### src/rtl/cpp_pkg.sv
package cpp_pkg;

  localparam int CTLW       = 16;
  localparam int AFW        = 6;
  localparam int CHOP_BIT   = 15;
  localparam int RAVG_BIT   = 14;
  localparam int AF_LSB     = 8;

  typedef struct packed {
    logic           chop;
    logic           ravg;
    logic [AFW-1:0] af;
  } ctl_t;

  function automatic ctl_t ctl_decode(input logic [CTLW-1:0] w);
    ctl_t c;
    c.chop = w[CHOP_BIT];
    c.ravg = w[RAVG_BIT];
    c.af   = w[AF_LSB +: AFW];
    return c;
  endfunction

endpackage

### src/rtl/cpp_chop_stage.sv
module cpp_chop_stage #(
  parameter int DW = 16
) (
  input  logic          clk,
  input  logic          rst_n,
  input  logic          clr,
  input  logic          chop,
  input  logic          acc,
  input  logic [DW-1:0] in_data,
  output logic          pol,
  output logic          c_valid,
  output logic [DW:0]   c_data
);

  localparam int SW = DW + 1;

  logic          have_q, have_d, pol_d;
  logic [SW-1:0] prev_q, prev_d;
  logic [SW-1:0] ext, s;
  logic [SW:0]   pair;
  logic          unused_pair_lsb;

  always_comb begin
    ext  = {in_data[DW-1], in_data};
    s    = pol ? (~ext + SW'(1)) : ext;
    pair = {s[SW-1], s} + {prev_q[SW-1], prev_q};
  end
  assign unused_pair_lsb = pair[0];

  always_comb begin
    c_valid = acc && (!chop || have_q);
    c_data  = chop ? pair[SW:1] : s;
  end

  always_comb begin
    pol_d  = pol;
    have_d = have_q;
    prev_d = prev_q;
    if (clr) begin
      pol_d  = 1'b0;
      have_d = 1'b0;
      prev_d = '0;
    end else if (acc && chop) begin
      pol_d  = ~pol;
      have_d = 1'b1;
      prev_d = s;
    end
  end

  always_ff @(posedge clk or negedge rst_n) begin
    if (!rst_n) begin
      pol    <= 1'b0;
      have_q <= 1'b0;
      prev_q <= '0;
    end else begin
      pol    <= pol_d;
      have_q <= have_d;
      prev_q <= prev_d;
    end
  end

  p_pol_toggle_r3: assert property (@(posedge clk) disable iff (!rst_n)
    $past(acc && chop && !clr) |-> (pol != $past(pol)));

  p_pol_hold_r3: assert property (@(posedge clk) disable iff (!rst_n)
    ($past(!acc) && $past(!clr)) |-> $stable(pol));

  p_pol_clear_r2: assert property (@(posedge clk) disable iff (!rst_n)
    $past(clr) |-> !pol);

endmodule

### src/rtl/cpp_pair_avg.sv
module cpp_pair_avg #(
  parameter int W = 17
) (
  input  logic         clk,
  input  logic         rst_n,
  input  logic         clr,
  input  logic         en,
  input  logic         v_in,
  input  logic [W-1:0] d_in,
  output logic         v_out,
  output logic [W-1:0] d_out
);

  logic         have_q, have_d;
  logic [W-1:0] prev_q, prev_d;
  logic [W:0]   pair;
  logic         unused_pair_lsb;

  always_comb begin
    pair = {d_in[W-1], d_in} + {prev_q[W-1], prev_q};
  end
  assign unused_pair_lsb = pair[0];

  always_comb begin
    v_out = v_in && (!en || have_q);
    d_out = en ? pair[W:1] : d_in;
  end

  always_comb begin
    have_d = have_q;
    prev_d = prev_q;
    if (clr) begin
      have_d = 1'b0;
      prev_d = '0;
    end else if (v_in && en) begin
      have_d = 1'b1;
      prev_d = d_in;
    end
  end

  always_ff @(posedge clk or negedge rst_n) begin
    if (!rst_n) begin
      have_q <= 1'b0;
      prev_q <= '0;
    end else begin
      have_q <= have_d;
      prev_q <= prev_d;
    end
  end

  p_first_dropped_r5: assert property (@(posedge clk) disable iff (!rst_n)
    $past(clr) |-> !have_q);

endmodule

### src/rtl/cpp_group_avg.sv
module cpp_group_avg #(
  parameter int DW  = 16,
  parameter int AFW = 6
) (
  input  logic           clk,
  input  logic           rst_n,
  input  logic           clr,
  input  logic           chop,
  input  logic [AFW-1:0] af,
  input  logic           r_valid,
  input  logic [DW:0]    r_data,
  output logic           out_valid,
  output logic [DW:0]    out_data
);

  localparam int RW   = DW + 1;
  localparam int KW   = AFW + 1;
  localparam int SUMW = RW + AFW;

  logic [KW-1:0]          k;
  logic [KW-1:0]          cnt_q, cnt_d;
  logic signed [SUMW-1:0] acc_q, acc_d, nsum, quot;
  logic                   last, fire_d;
  logic                   unused_quot_hi;

  always_comb begin
    if (af != '0)  k = KW'(af) + KW'(1);
    else if (chop) k = KW'(3);
    else           k = KW'(1);
  end

  always_comb begin
    nsum = acc_q + $signed({{AFW{r_data[RW-1]}}, r_data});
    quot = nsum / $signed({{(SUMW-KW){1'b0}}, k});
    last = (cnt_q == k - KW'(1));
  end
  assign unused_quot_hi = ^quot[SUMW-1:RW];

  always_comb begin
    cnt_d  = cnt_q;
    acc_d  = acc_q;
    fire_d = 1'b0;
    if (clr) begin
      cnt_d = '0;
      acc_d = '0;
    end else if (r_valid) begin
      if (last) begin
        cnt_d  = '0;
        acc_d  = '0;
        fire_d = 1'b1;
      end else begin
        cnt_d = cnt_q + KW'(1);
        acc_d = nsum;
      end
    end
  end

  always_ff @(posedge clk or negedge rst_n) begin
    if (!rst_n) begin
      cnt_q <= '0;
      acc_q <= '0;
    end else begin
      cnt_q <= cnt_d;
      acc_q <= acc_d;
    end
  end

  always_ff @(posedge clk or negedge rst_n) begin
    if (!rst_n) begin
      out_valid <= 1'b0;
      out_data  <= '0;
    end else begin
      out_valid <= fire_d;
      if (fire_d) out_data <= quot[RW-1:0];
    end
  end

  p_cnt_range_r6: assert property (@(posedge clk) disable iff (!rst_n)
    cnt_q < k);

  p_group_start_r8: assert property (@(posedge clk) disable iff (!rst_n)
    out_valid |-> (cnt_q == '0));

endmodule

### src/rtl/chop_post_proc.sv
module chop_post_proc #(
  parameter int DW = 16
) (
  input  logic                      clk,
  input  logic                      rst_n,
  input  logic                      cfg_wr,
  input  logic [cpp_pkg::CTLW-1:0]  cfg_data,
  input  logic                      in_valid,
  input  logic [DW-1:0]             in_data,
  output logic                      chop_pol,
  output logic                      out_valid,
  output logic [DW:0]               out_data
);

  import cpp_pkg::*;

  ctl_t         ctl_q, ctl_d;
  logic         acc, ravg_eff;
  logic         c_valid, r_valid;
  logic [DW:0]  c_data, r_data;
  logic         unused_cfg_lo;

  assign unused_cfg_lo = ^cfg_data[AF_LSB-1:0];

  always_comb begin
    ctl_d = cfg_wr ? ctl_decode(cfg_data) : ctl_q;
  end

  always_ff @(posedge clk or negedge rst_n) begin
    if (!rst_n) ctl_q <= '0;
    else        ctl_q <= ctl_d;
  end

  assign acc      = in_valid && !cfg_wr;
  assign ravg_eff = ctl_q.ravg || ctl_q.chop;

  cpp_chop_stage #(.DW(DW)) u_chop (
    .clk     (clk),
    .rst_n   (rst_n),
    .clr     (cfg_wr),
    .chop    (ctl_q.chop),
    .acc     (acc),
    .in_data (in_data),
    .pol     (chop_pol),
    .c_valid (c_valid),
    .c_data  (c_data)
  );

  cpp_pair_avg #(.W(DW + 1)) u_pair (
    .clk   (clk),
    .rst_n (rst_n),
    .clr   (cfg_wr),
    .en    (ravg_eff),
    .v_in  (c_valid),
    .d_in  (c_data),
    .v_out (r_valid),
    .d_out (r_data)
  );

  cpp_group_avg #(.DW(DW), .AFW(AFW)) u_group (
    .clk       (clk),
    .rst_n     (rst_n),
    .clr       (cfg_wr),
    .chop      (ctl_q.chop),
    .af        (ctl_q.af),
    .r_valid   (r_valid),
    .r_data    (r_data),
    .out_valid (out_valid),
    .out_data  (out_data)
  );

  p_latency_r7: assert property (@(posedge clk) disable iff (!rst_n)
    out_valid |-> $past(in_valid && !cfg_wr));

  p_write_flush_r9: assert property (@(posedge clk) disable iff (!rst_n)
    $past(cfg_wr) |-> (!out_valid && !chop_pol));

  p_chop_third_r8: assert property (@(posedge clk) disable iff (!rst_n)
    (out_valid && ctl_q.chop && ctl_q.af == '0) |=> !out_valid);

endmodule

### config.mk
export PLATFORM = sky130hd
export DESIGN_NAME = chop_post_proc
export DESIGN_NICKNAME = d
export VERILOG_FILES = /design/src/rtl/cpp_pkg.sv /design/src/rtl/cpp_chop_stage.sv /design/src/rtl/cpp_pair_avg.sv /design/src/rtl/cpp_group_avg.sv /design/src/rtl/chop_post_proc.sv
export SDC_FILE = /design/constraint.sdc
export NUM_CORES = 1
export LEC_CHECK = 0
export ABC_AREA = 1
export BUFFER_PORTS_ARGS = -buffer_cell sky130_fd_sc_hd__buf_2
export CAP_MARGIN = 40
export CORE_MARGIN = 2
export CORE_UTILIZATION = 55
export DETAILED_ROUTE_END_ITERATION = 10
export GPL_TIMING_DRIVEN = 0
export PLACE_DENSITY = 0.72
export SYNTH_ARGS = -nofsm -noshare
export SYNTH_HDL_FRONTEND = slang
export SYNTH_HIERARCHICAL = 1
export SYNTH_SLANG_ARGS = --single-unit
### constraint.sdc
create_clock -name clk -period 72.2 [get_ports clk]
set_clock_uncertainty 0.15 [all_clocks]
set_input_delay 7.22 -clock clk [delete_from_list [all_inputs] [get_ports clk]]
set_output_delay 7.22 -clock clk [all_outputs]
set_load 0.02 [all_outputs]
==> results.md, run 1 <==
Status:
- The run finished, with violations left.
- The checks that failed: design-rule violations.

Yosys:
- The share of synthesized cell area in full adder, half adder and majority cells is 12.9%.
- The area fraction of the dominant cell type after synthesis is 19.6%.
- By area, the combinational part of the netlist is dominated by simple AND/OR/NAND/NOR gates.
- sky130_fd_sc_hd__nand2_1 takes more of the synthesized area than any other cell.
- The synthesized netlist devotes 12.4% of its cell area to compound gates.
- The part of the Yosys area used for sequential elements is 11.7%.
- The count of different cell masters after synthesis is 68.
- Summing the areas of all xor and xnor instances in the mapped netlist gives 7.44% of the synthesized area.
- The count of flip-flops with a built-in enable after synthesis is 0.
- The mean instance size in the synthesized netlist is 5.95 um2.
- In the post-synthesis netlist, the biggest area contributors are sky130_fd_sc_hd__nand2_1 20%, sky130_fd_sc_hd__ha_1 13%, sky130_fd_sc_hd__dfrtp_1 12%.
- For this run, the leading register cell type out of synthesis is sky130_fd_sc_hd__dfrtp_1.
- Of the total synthesized cell area, the portion taken by AND, OR, NAND and NOR gates is 44.2%.
- After synthesis the netlist holds a flip-flop and latch count of 93.
- Synthesis produced a netlist with a net count of 3588.
- The count of yosys warnings during synthesis is 6.
- The cell area that synthesis handed to floorplanning was 0.0199 mm2.
- Synthesis handed over a netlist of 3348 instances.
- The mux contribution to synthesized area is 0%.
- The async set-reset flop share out of synthesis is 100%.

Drt:
- The count of nets left with antenna violations once routing finished came out at 0.
- The number of DRC violations after detailed routing is 3.
- The first routing iteration left 1260 violations.
- Summed over all layers, the routed wires come to 54.4 mm.
- Dividing the detail-routed via count by the number of cells gives 5.47.
- The overall via count from detail_route is 21200.
- The total iterations of the first detailed-routing run is 11.
- In the final routed layout, each cell accounts on average for 14.0 um.

Final layout:
- The net count reported at finish is 3652.
- The area growth from synthesis to layout is 6.46%.
- 0 antenna diodes ended up in the layout.
- Of the cells placed in the final design, the portion with a size suffix greater than 1 is 10.6%.
- The final cell count without fillers is 3878.

Clock network:
- After clock tree synthesis, the clock-pin slew on the worst setup and hold paths is 80 ps.
- TritonCTS created 9 clock buffers.
- The number of gates resized after CTS was 0.
- Hold repair after CTS inserted 0 buffers.
- The clock reaches the later pin of the worst-skew pair after 360 ps.
- TritonCTS built the clock tree.
- The number of H-tree levels is 3.
- The maximum buffer depth of the clock tree is 2.
- For this design, the sink count on the clock tree is 93.
- Once the clock tree was built, the setup fixing pass inserted 0 buffers.
- The tree is rooted in a sky130_fd_sc_hd__clkbuf_16.

Timing:
- The final setup violation count is 0.
- Setup repair after global routing left no endpoint under its margin.
- The number of pins with negative max-slew slack in the final report is 0.
- The final hold violation count was 0.
- The routed design could run at a clock period as short as 64960 ps.
- The highest clock rate is 15.4 MHz.
- Headroom to the max-slew limit came out at 43.3%.
- The total negative slack is 0 ps.
- The final critical path takes up 90.0% of the cycle.
- The transition time at the pin with the least slew margin is 844 ps.

Critical path:
- STA classifies the critical path startpoint as a primary input.
- The start point of the critical path is in_data[0].
- The critical path class is primary input to flip-flop.
- The cell with the largest stage delay on the worst path is sky130_fd_sc_hd__ha_1.
- Of all nets on the critical path, the largest fanout is 10.
- The largest single stage delay on the critical path is 460 ps.
- The endpoint required time on the critical path is 72290 ps.
- The logic depth of the worst register-to-register path is 361.
- Data arrives at the worst endpoint at 65050 ps.
- STA classifies the critical path endpoint as a flip-flop.
- The flop-to-flop setup slack is 13930 ps.
- The startpoint identified for the worst register-to-register timing path is u_chop/pol$_DFFE_PN0P_.
- The end of the worst register-to-register path is u_group/out_data[16]$_DFFE_PN0P_.
- The cell seen most often among critical-path stages is sky130_fd_sc_hd__nand2_1.
- Following the worst setup path forward leads to its endpoint at u_group/out_data[16]$_DFFE_PN0P_.

Placement:
- Routability-driven placement finished with a final weighted congestion of 0.933.
- The number of I/O port buffers is 46.
- After detailed placement, the design holds a cell count of 3862.
- Detailed placement finished with a half-perimeter wire length of 45.7 mm.

Global route:
- Entering global routing, the biggest net connects 56 pins.
- Global routing used 28.9% of the available tracks.
- The initial antenna violation count is 0.
- The via count of the first global-routing pass came to 20100.
- The total global routing overflow is 0.
- The first-pass GRT wire length is 92.3 mm.

Floorplanning:
- The row count is 69.
- The placeable core region is 0.0357 mm2.
- The height of the die is 194 um.
- The starting utilization of the core area is 55.9%.
- The die area is 0.0378 mm2.
- The die width is 194 um.
- Pin placement for this block handled 55 I/O pins.

Run:
- Across the run, the number of max-cap violations was 0.

Min path:
- The min-delay analysis places its worst path in the category flip-flop to flip-flop.
- The worst hold path begins at ctl_q[6]$_DFFE_PN0P_.
## state kept, by name (all words and copies together) (netlist names), 7 cells and up
register	cells
u_pair/prev_q	17
u_group/acc_q	23
u_group/out_data	17
u_chop/prev_q	17
ctl_q	8
u_group/cnt_q	7
## layout make-up
type                       count  area (um2)
multi-input combinational   2700       15400
fill                        3607       14400
sequential                    93        2330
inverter                     500        1880
tap                          461         577
buffer                        55         380
timing repair buffer          53         375
clock buffer                   9         225
clock inverter                 7        80.1
## metal layers
metal  share of wire, %  track usage [%]  up-vias
met2                 45             49.1      451
met4                2.5             7.98        0
met1                 48             38.7     9715
li1                   -                -    11000
met3                4.5             3.11       83
met5                  0                0        -
## how the worst min path moves through the flow
stage                     cells past startpoint              endpoint  slack (ps)
after global routing                          2  ctl_q[6]$_DFFE_PN0P_         350
after CTS                                     2  ctl_q[6]$_DFFE_PN0P_         330
final                                         2  ctl_q[6]$_DFFE_PN0P_         330
after global placement                        2  ctl_q[6]$_DFFE_PN0P_         300
after detailed placement                      2  ctl_q[6]$_DFFE_PN0P_         310
after floorplan                               2  ctl_q[6]$_DFFE_PN0P_         280
## layout by cell type (no fill, tap or decap), types with 27 or more instances in the layout
cell	count
sky130_fd_sc_hd__nand2_1	1040
sky130_fd_sc_hd__inv_1	431
sky130_fd_sc_hd__nand3_1	300
sky130_fd_sc_hd__nor2_1	234
sky130_fd_sc_hd__ha_1	201
sky130_fd_sc_hd__o21ai_0	174
sky130_fd_sc_hd__a21oi_1	115
sky130_fd_sc_hd__xor2_1	109
sky130_fd_sc_hd__dfrtp_1	93
sky130_fd_sc_hd__nand4_1	68
sky130_fd_sc_hd__buf_2	55
sky130_fd_sc_hd__nand2_2	55
sky130_fd_sc_hd__xnor2_1	50
sky130_fd_sc_hd__inv_2	48
sky130_fd_sc_hd__nor3_1	34
sky130_fd_sc_hd__nor2_2	33
sky130_fd_sc_hd__o21ai_1	27
## cell usage after synthesis (6+ instances only)
cell	number
sky130_fd_sc_hd__inv_2	48
sky130_fd_sc_hd__clkbuf_1	21
sky130_fd_sc_hd__o21ai_2	9
sky130_fd_sc_hd__nand4_1	68
sky130_fd_sc_hd__o31ai_1	10
sky130_fd_sc_hd__and2_1	9
sky130_fd_sc_hd__dfrtp_1	93
sky130_fd_sc_hd__xnor2_1	50
sky130_fd_sc_hd__buf_6	16
sky130_fd_sc_hd__nand3_4	9
sky130_fd_sc_hd__a21o_1	24
sky130_fd_sc_hd__nand2_1	1040
sky130_fd_sc_hd__a32o_1	6
sky130_fd_sc_hd__nand2_2	55
sky130_fd_sc_hd__or2_2	18
sky130_fd_sc_hd__o22ai_1	8
sky130_fd_sc_hd__o21ai_1	27
sky130_fd_sc_hd__buf_2	10
sky130_fd_sc_hd__inv_1	431
sky130_fd_sc_hd__nor2_1	234
sky130_fd_sc_hd__nor2_2	33
sky130_fd_sc_hd__a21oi_1	115
sky130_fd_sc_hd__ha_1	201
sky130_fd_sc_hd__nor3_1	34
sky130_fd_sc_hd__o21bai_1	18
sky130_fd_sc_hd__nor2_4	18
sky130_fd_sc_hd__xor2_1	110
sky130_fd_sc_hd__nand3_1	300
sky130_fd_sc_hd__nand3b_1	26
sky130_fd_sc_hd__a31oi_1	6
sky130_fd_sc_hd__clkinv_1	17
sky130_fd_sc_hd__nand2_4	15
sky130_fd_sc_hd__nand3_2	24
sky130_fd_sc_hd__o21ai_0	174
## stage by stage
step | utilization [%] | hold slack, ps | worst slack [ps] | instance area, um2
2_1_floorplan | - | 284 | 16980 | 19900
4_1_cts | 59.5 | 328 | 7750 | 21200
5_1_grt | 59.5 | 346 | 863 | 21200
3_5_place_dp | 58.6 | 309 | 7550 | 20900
6_report | 59.5 | 331 | 7240 | 21200
3_3_place_gp | 58.1 | 303 | 8840 | 20700
## worst max-delay path: cells and delay by family
| kind | cells | cell delay, ps |
|---|---|---|
| xor+xnor | 2 | 440 |
| compound gates | 109 | 19520 |
| simple gates | 142 | 17770 |
| buf+inv | 86 | 11330 |
| fa+ha+maj | 28 | 8560 |
## cell families after synthesis
| group | count (synthesis) |
|---|---|
| AND/OR/NAND/NOR | 1902 |
| buffers and inverters | 555 |
| AO/OA/AOI/OAI | 429 |
| adder cells (fa/ha/maj) | 204 |
| XOR/XNOR | 165 |
| flip-flops | 93 |
Power of run 1 is not shown: default switching activity piles up to over one toggle a cycle in this logic, so the estimate is an artifact.
==> inputs of run 2 (changes only) <==
--- a/config.mk
+++ b/config.mk
@@ -8,11 +8,13 @@
 export ABC_AREA = 1
 export BUFFER_PORTS_ARGS = -buffer_cell sky130_fd_sc_hd__buf_2
 export CAP_MARGIN = 40
+export CELL_PAD_IN_SITES_DETAIL_PLACEMENT = 1
+export CELL_PAD_IN_SITES_GLOBAL_PLACEMENT = 1
 export CORE_MARGIN = 2
-export CORE_UTILIZATION = 55
+export CORE_UTILIZATION = 50
 export DETAILED_ROUTE_END_ITERATION = 10
 export GPL_TIMING_DRIVEN = 0
-export PLACE_DENSITY = 0.72
+export PLACE_DENSITY_LB_ADDON = 0.1
 export SYNTH_ARGS = -nofsm -noshare
 export SYNTH_HDL_FRONTEND = slang
 export SYNTH_HIERARCHICAL = 1
==> results.md, run 2 (synthesis gave the netlist of run 1 again) <==
Status:
- The run finished with clean final reports.

Critical path:
- Counting stages on the worst path, the most repeated cell is sky130_fd_sc_hd__nand2_1.
- The critical path class is primary input to flip-flop.
- The largest individual stage delay along the critical path comes from the cell sky130_fd_sc_hd__ha_1.
- The arrival time of data at the critical path endpoint is 65600 ps (+550 ps).
- The highest fanout seen on the critical path is 14 (+4).
- The largest stage delay on the critical path came to 450 ps (about the same).
- The endpoint required time on the critical path is 72290 ps (about the same).
- The startpoint class of the critical path is a primary input.
- The worst setup path is captured at a flip-flop.

Timing:
- Setup repair after global routing left no endpoint under its margin.
- The number of pins with negative max-slew slack in the final report is 0 (unchanged).
- The transition time at the pin with the least slew margin is 878 ps (+34.2 ps).
- The final hold violation count is 0 (unchanged).
- The total negative slack is 0 ps (unchanged).
- The highest clock rate is 15.3 MHz (-0.85%).
- The final setup violation count was 0 (unchanged).
- The worst relative slew slack came to 41.4% (-1.9 points).
- The clock period minus worst slack is 65520 ps (+557 ps).
- The final worst-path cycle share is 90.7% (+0.77 points).

Final layout:
- The cell area after layout is 0.0213 mm2 (+0.44%).
- The most common cell after layout, fill and taps aside is sky130_fd_sc_hd__nand2_1.
- The number of flip-flops in the largest register is 23 (unchanged).
- The top cell types in the final layout, fill and taps aside, are 1040 x sky130_fd_sc_hd__nand2_1, 431 x sky130_fd_sc_hd__inv_1, 300 x sky130_fd_sc_hd__nand3_1, 231 x sky130_fd_sc_hd__nor2_1, 201 x sky130_fd_sc_hd__ha_1.
- The layout overhead on the synthesized area is 6.93%.
- The share of layout cells above drive strength 1 is 10.8% (+0.23 points).
- The register with the most flip-flops in the final layout is u_group/acc_q.
- The net count reported at finish is 3652 (unchanged).

Drt:
- The antenna violation net count after detailed routing was 0 (unchanged).
- The number of DRC violations after detailed routing was 0 (-3).
- The violation count after the first detailed-route iteration was 905 (-28%).
- The overall via count from detail_route is 22000 (+3.7%).
- The final wirelength was 64.6 mm (+19%).
- The detail-routed via count per cell was 5.58 (+2.0%).
- The detailed-route wire length per cell is 16.4 um (+17%).
- The total iterations of the first detailed-routing run is 5 (-6).

Clock network:
- The maximum buffer depth of the clock tree is 2 (unchanged).
- The clock slew seen by the registers of the worst setup and hold paths is 80 ps (about the same).
- The number of H-tree levels was 3 (unchanged).
- The clock tree root buffer cell is sky130_fd_sc_hd__clkbuf_16.
- The CTS tree is built.
- The total clock sinks is 93 (unchanged).
- The total clock buffers created by CTS was 9 (unchanged).
- The clock latency on the worst-skew pair is 360 ps (about the same).

Floorplanning:
- The number of I/O pins is 55 (unchanged).
- The height of the die is 204 um (+4.8%).
- The die area is 0.0415 mm2 (+9.8%).
- The die width is 204 um (+4.8%).
- The placeable core region is 0.0395 mm2 (+11%).
- The starting utilization of the core area is 50.4% (-5.5 points).
- The row count is 73 (+5.8%).

Global route:
- The first-pass GRT wire length came to 110 mm (+19%).
- The pin count of the biggest net entering global routing is 52 (-7.1%).
- The via count of the first global-routing pass is 23200 (+16%).
- The total global routing overflow is 0 (unchanged).
- The all-layer global routing usage is 31.5% (+2.7 points).
- The initial antenna violation count was 1 (+1).

Placement:
- The final weighted congestion in routability-driven placement is 0.908 (-2.7%).
- The area after detailed placement was 0.0210 mm2 (+0.34%).
- The number of I/O port buffers was 46 (unchanged).
- The estimated wirelength of the detail-placed design is 55.0 mm (+20%).

Min path:
- The path type of the worst min-delay path is flip-flop to flip-flop.

Run:
- The max-cap check violation count is 0 (unchanged).
## run 2: layer usage
metal / up-vias / share of wire, % / GRT usage, %
met5: - / 0 / 0
met1: 10700 / 45 / 38.3
met4: 0 / 2.0 / 7.51
met2: 275 / 51 / 59.6
met3: 64 / 2.5 / 2.80
li1: 11000 / - / -
## run 2: through the flow
| step | utilization, % | hold slack [ps] | setup WS [ps] | std cells |
|---|---|---|---|---|
| 2_1_floorplan | - | 284 | 16980 | 3348 |
| 3_3_place_gp | 52.6 | 309 | 8460 | 3919 |
| 3_5_place_dp | 53.0 | 320 | 5510 | 3927 |
| 4_1_cts | 53.8 | 339 | 5720 | 3943 |
| 5_1_grt | 53.9 | 364 | 227 | 3942 |
| 6_report | 53.9 | 340 | 6680 | 3943 |
## run 2: cell type report
cell class	count	area [um2]
multi-input cells	2700	15400
inverters	500	1880
plain buffers	54	378
fillers	5777	18200
clock inverters	6	68.8
clock buffers	10	239
repair buffers	54	377
diodes	1	2.50
flip-flops and latches	93	2330
well taps	525	657
## run 2: path summary, 6_finish.rpt
path	start	cells past startpoint	slack [ps]	endpoint
max	in_data[0]	368	6680	u_group/out_data[16]$_DFFE_PN0P_
min	ctl_q[6]$_DFFE_PN0P_	2	340	ctl_q[6]$_DFFE_PN0P_
max reg2reg	u_chop/pol$_DFFE_PN0P_	361	13330	u_group/out_data[16]$_DFFE_PN0P_
min reg2reg	ctl_q[6]$_DFFE_PN0P_	2	340	ctl_q[6]$_DFFE_PN0P_
max in group asynchronous	rst_n	2	64460	u_chop/pol$_DFFE_PN0P_
min in group asynchronous	rst_n	1	6730	u_group/acc_q[21]$_DFFE_PN0P_
## run 2: repair_timing
item	CTS	global route
hold buffers	0	0
buffers inserted	0	0
setup endpoints to repair	0	9
resized for setup	0	8
## run 2: critical path, delay by kind of cell
kind | cells | cell delay (ps)
XOR/XNOR | 2 | 430
AO/OA/AOI/OAI | 106 | 19600
buffers and inverters | 83 | 11120
AND/OR/NAND/NOR | 149 | 18510
adder cells (fa/ha/maj) | 28 | 8610
Power of run 2 is left out for the same reason.
==> inputs of run 3 (changes only) <==
--- a/config.mk
+++ b/config.mk
@@ -5,13 +5,12 @@
 export SDC_FILE = /design/constraint.sdc
 export NUM_CORES = 1
 export LEC_CHECK = 0
-export ABC_AREA = 1
 export BUFFER_PORTS_ARGS = -buffer_cell sky130_fd_sc_hd__buf_2
-export CAP_MARGIN = 40
+export CAP_MARGIN = 5
 export CELL_PAD_IN_SITES_DETAIL_PLACEMENT = 1
 export CELL_PAD_IN_SITES_GLOBAL_PLACEMENT = 1
 export CORE_MARGIN = 2
-export CORE_UTILIZATION = 50
+export CORE_UTILIZATION = 53
 export DETAILED_ROUTE_END_ITERATION = 10
 export GPL_TIMING_DRIVEN = 0
 export PLACE_DENSITY_LB_ADDON = 0.1
==> results.md, run 3 <==
Yosys:
- The area fraction of the dominant cell type after synthesis is 13.4% (-6.2 points).
- Sorting the synthesized cells by how often they occur yields 257 x sky130_fd_sc_hd__nor2_1, 227 x sky130_fd_sc_hd__nand2_1, 201 x sky130_fd_sc_hd__ha_1.
- The most common cell in the synthesized netlist is sky130_fd_sc_hd__nor2_1.
- The part of the Yosys area used for sequential elements is 12.4% (+0.72 points).
- The count of yosys warnings during synthesis is 6 (unchanged).
- The post-synthesis xor/xnor area fraction is 7.92% (+0.48 points).
- The count of mapped cells out of synthesis is 2484 (-26%).
- The mean instance size in the synthesized netlist is 7.56 um2 (+27%).
- The count of flip-flops with a built-in enable after synthesis is 0 (unchanged).
- The number of nets produced by synthesis came to 2724 (-24%).
- The area share of and/or/nand/nor cells after synthesis is 25.8% (-18 points).
- The synthesized-area fraction occupied by ao, oa, aoi and oai cells came to 31.5% (+19 points).
- The count of state elements after synthesis came to 93 (unchanged).
- The async set-reset flop share out of synthesis is 100% (unchanged).
- The share of synthesized cell area in full adder, half adder and majority cells is 13.7% (+0.79 points).
- In the post-synthesis netlist, the biggest area contributors are sky130_fd_sc_hd__ha_1 13%, sky130_fd_sc_hd__dfrtp_1 12%, sky130_fd_sc_hd__xnor2_1 5.9%.
- By area, the combinational part of the netlist is dominated by compound AO/OA/AOI/OAI gates.
- The summed instance area of the synthesized netlist came to 0.0188 mm2 (-5.8%).
- The mux contribution to synthesized area was 5.35% (+5.4 points).
- The count of different cell masters after synthesis is 128 (+88%).
- Among all flip-flop cells after synthesis, the most frequent one is sky130_fd_sc_hd__dfrtp_1.
- The largest total area in the synthesized netlist belongs to sky130_fd_sc_hd__ha_1.

Run:
- The max-cap check violation count was 0 (unchanged).

Critical path:
- Among all stages on the critical path, the largest delay is contributed by sky130_fd_sc_hd__or4_1.
- STA classifies the critical path endpoint as a flip-flop.
- The cell seen most often among critical-path stages is sky130_fd_sc_hd__o21a_1.
- The arrival time of data at the critical path endpoint is 69700 ps (+4100 ps).
- The largest stage delay on the critical path is 600 ps (+150 ps).
- The worst setup path is launched from a primary input.
- The highest fanout seen on the critical path was 18 (+4).
- The worst setup path is of the primary input to flip-flop kind.
- The endpoint required time on the critical path is 72270 ps (-20 ps).

Floorplanning:
- The die width is 192 um (-5.6%).
- The row count is 68 (-6.8%).
- The starting utilization of the core area was 54.1% (+3.7 points).
- The height of the die is 192 um (-5.6%).
- The number of I/O pins came to 55 (unchanged).
- The die area is 0.0369 mm2 (-11%).
- The placeable core region is 0.0347 mm2 (-12%).

Drt:
- The number of DRC violations after detailed routing is 0 (unchanged).
- The antenna violation net count after detailed routing was 0 (unchanged).
- The overall via count from detail_route is 20700 (-5.8%).
- The total iterations of the first detailed-routing run is 5 (unchanged).
- The detail-routed via count per cell is 6.73 (+21%).
- The violation count after the first detailed-route iteration is 1169 (+29%).
- The detailed-route wire length per cell came to 22.3 um (+36%).
- The final wirelength is 68.6 mm (+6.2%).

Timing:
- The worst hold slack after final layout is 334 ps (-5.68 ps).
- The worst relative slew slack is 8.70% (-33 points).
- The final worst-path cycle share is 96.4% (+5.7 points).
- The number of pins with negative max-slew slack in the final report is 0 (unchanged).
- The final hold violation count is 0 (unchanged).
- The clock period minus worst slack was 69630 ps (+4110 ps).
- The transition time at the pin with the least slew margin is 1370 ps (+491 ps).
- The final setup violation count is 0 (unchanged).
- The highest clock rate is 14.4 MHz (-5.9%).

Clock network:
- The total clock buffers created by CTS came to 9 (unchanged).
- The clock slew seen by the registers of the worst setup and hold paths is 70 ps (about the same).
- The clock latency on the worst-skew pair is 370 ps (about the same).
- The total clock sinks is 93 (unchanged).
- The maximum buffer depth of the clock tree is 2 (unchanged).
- The clock tree root buffer cell is sky130_fd_sc_hd__clkbuf_16.
- The number of hold-repair buffers added at the cts stage is 0 (unchanged).
- The number of H-tree levels came to 3 (unchanged).
- The CTS tree is built.

Final layout:
- The register containing the most flip-flops in the final layout is u_group/acc_q.
- The final cell count without fillers came to 3078 (-22%).
- The library cells used most frequently in the layout, excluding fill and tap cells, are 234 x sky130_fd_sc_hd__nor2_1, 221 x sky130_fd_sc_hd__nand2_1, 188 x sky130_fd_sc_hd__ha_1, 129 x sky130_fd_sc_hd__o21ai_0, 126 x sky130_fd_sc_hd__nor3_1.
- The share of layout cells above drive strength 1 is 18.6% (+7.8 points).
- The net count reported at finish is 2858 (-22%).
- The number of flip-flops in the largest register came to 23 (unchanged).
- The number of fill cells in the layout was 4365 (-24%).
- The antenna diode count is 0 (-1).
- Compared with the post-synthesis result, the final layout area differs by 14.3%.
- The most common cell after layout, fill and taps aside is sky130_fd_sc_hd__nor2_1.

Placement:
- The instance count after placement with tap cells included is 2990 (-24%).
- The number of I/O port buffers is 46 (unchanged).
- The estimated wirelength of the detail-placed design is 52.3 mm (-4.9%).
- The final weighted congestion in routability-driven placement was 0.928 (+2.2%).

Global route:
- The via count of the first global-routing pass is 20700 (-11%).
- The initial antenna violation count is 2 (+1).
- The met3 usage in global routing is 3.29% (+0.49 points).
- The met2 track demand over resource is 61.8% (+2.2 points).
- The total global routing overflow is 0 (unchanged).
- The first-pass GRT wire length is 106 mm (-3.8%).
- The all-layer global routing usage was 34.9% (+3.4 points).
- The pin count of the biggest net entering global routing is 56 (+7.7%).
- The layer carrying the most global-route usage is met2.
- The met1 global-route usage came to 44.1% (+5.9 points).

Status:
- The flow ran to the end, and the final reports show no timing, DRC or antenna violations.

Min path:
- The path type of the worst min-delay path is flip-flop to flip-flop.
run 3: cell types whose count changed after synthesis, sizes merged, moves of 44 or more:
cell,before,now
xor2,115,42
nor3,39,139
xnor2,50,126
inv,481,74
nand2,1110,229
mux2,0,55
o21a,2,103
nand3,333,59
o31ai,10,54
run 3: cell families after synthesis:
group / Yosys count
muxes: 87
AOI/OAI and AO/OA: 824
xor gates and xnor gates: 168
buffers and inverters: 155
adders and majority gates: 204
DFF: 93
and+or+nand+nor: 953
run 3: through the flow:
step           util (%)  setup TNS [ps]  cell area (um2)  worst slack, ps
2_1_floorplan         -               0            18800             5640
3_3_place_gp       56.4          -75950            19600            -5120
3_5_place_dp       56.8         -121620            19700            -7820
4_1_cts            58.9               0            20400             12.1
5_1_grt            61.8           -8110            21400             -887
6_report           61.8               0            21400             2570
run 3: repair_timing:
action | 4_1_cts | 5_1_grt
buffers inserted | 19 | 60
pin swaps | 15 | 47
gates resized for setup | 87 | 153
endpoints found under the setup margin | 17 | 17
run 3: worst max-delay path: cells and delay by family:
kind / cells / cell delay (ps)
buffers and inverters: 26 / 4380
xor gates and xnor gates: 4 / 850
adders and majority gates: 27 / 7970
and+or+nand+nor: 101 / 18680
AOI/OAI and AO/OA: 153 / 28000
muxes: 8 / 2430
run 3: final timing paths:
| kind | slack, ps | cells after the start | endpoint | start |
|---|---|---|---|---|
| hold reg to reg | 330 | 2 | u_group/out_data[0]$_DFFE_PN0P_ | u_group/out_data[0]$_DFFE_PN0P_ |
| max in group asynchronous | 64510 | 2 | u_group/out_data[4]$_DFFE_PN0P_ | rst_n |
| setup / recovery | 2570 | 319 | u_group/out_data[16]$_DFFE_PN0P_ | in_data[2] |
| min in group asynchronous | 6690 | 1 | u_group/acc_q[18]$_DFFE_PN0P_ | rst_n |
| setup reg to reg | 8540 | 316 | u_group/out_data[16]$_DFFE_PN0P_ | u_chop/pol$_DFFE_PN0P_ |
| hold / removal | 330 | 2 | u_group/out_data[0]$_DFFE_PN0P_ | u_group/out_data[0]$_DFFE_PN0P_ |
run 3: cell type report:
| class | instances | area, um2 | share of cell area [%] |
|---|---|---|---|
| multi-input cells | 2236 | 16700 | 77.8 |
| flip-flops and latches | 93 | 2330 | 10.8 |
| repair buffers | 130 | 938 | 4.37 |
| inverters | 74 | 278 | 1.29 |
| plain buffers | 74 | 388 | 1.81 |
| clock buffers | 11 | 233 | 1.08 |
| well taps | 455 | 569 | 2.65 |
| clock inverters | 5 | 35.0 | 0.163 |
run 3: metal layers:
layer	vias to the layer above	share of wire [%]
li1	9640	-
met1	10300	43
met2	632	49
met3	166	4.5
met4	0	3.6
met5	-	0
Power of run 3 is left out for the same reason.
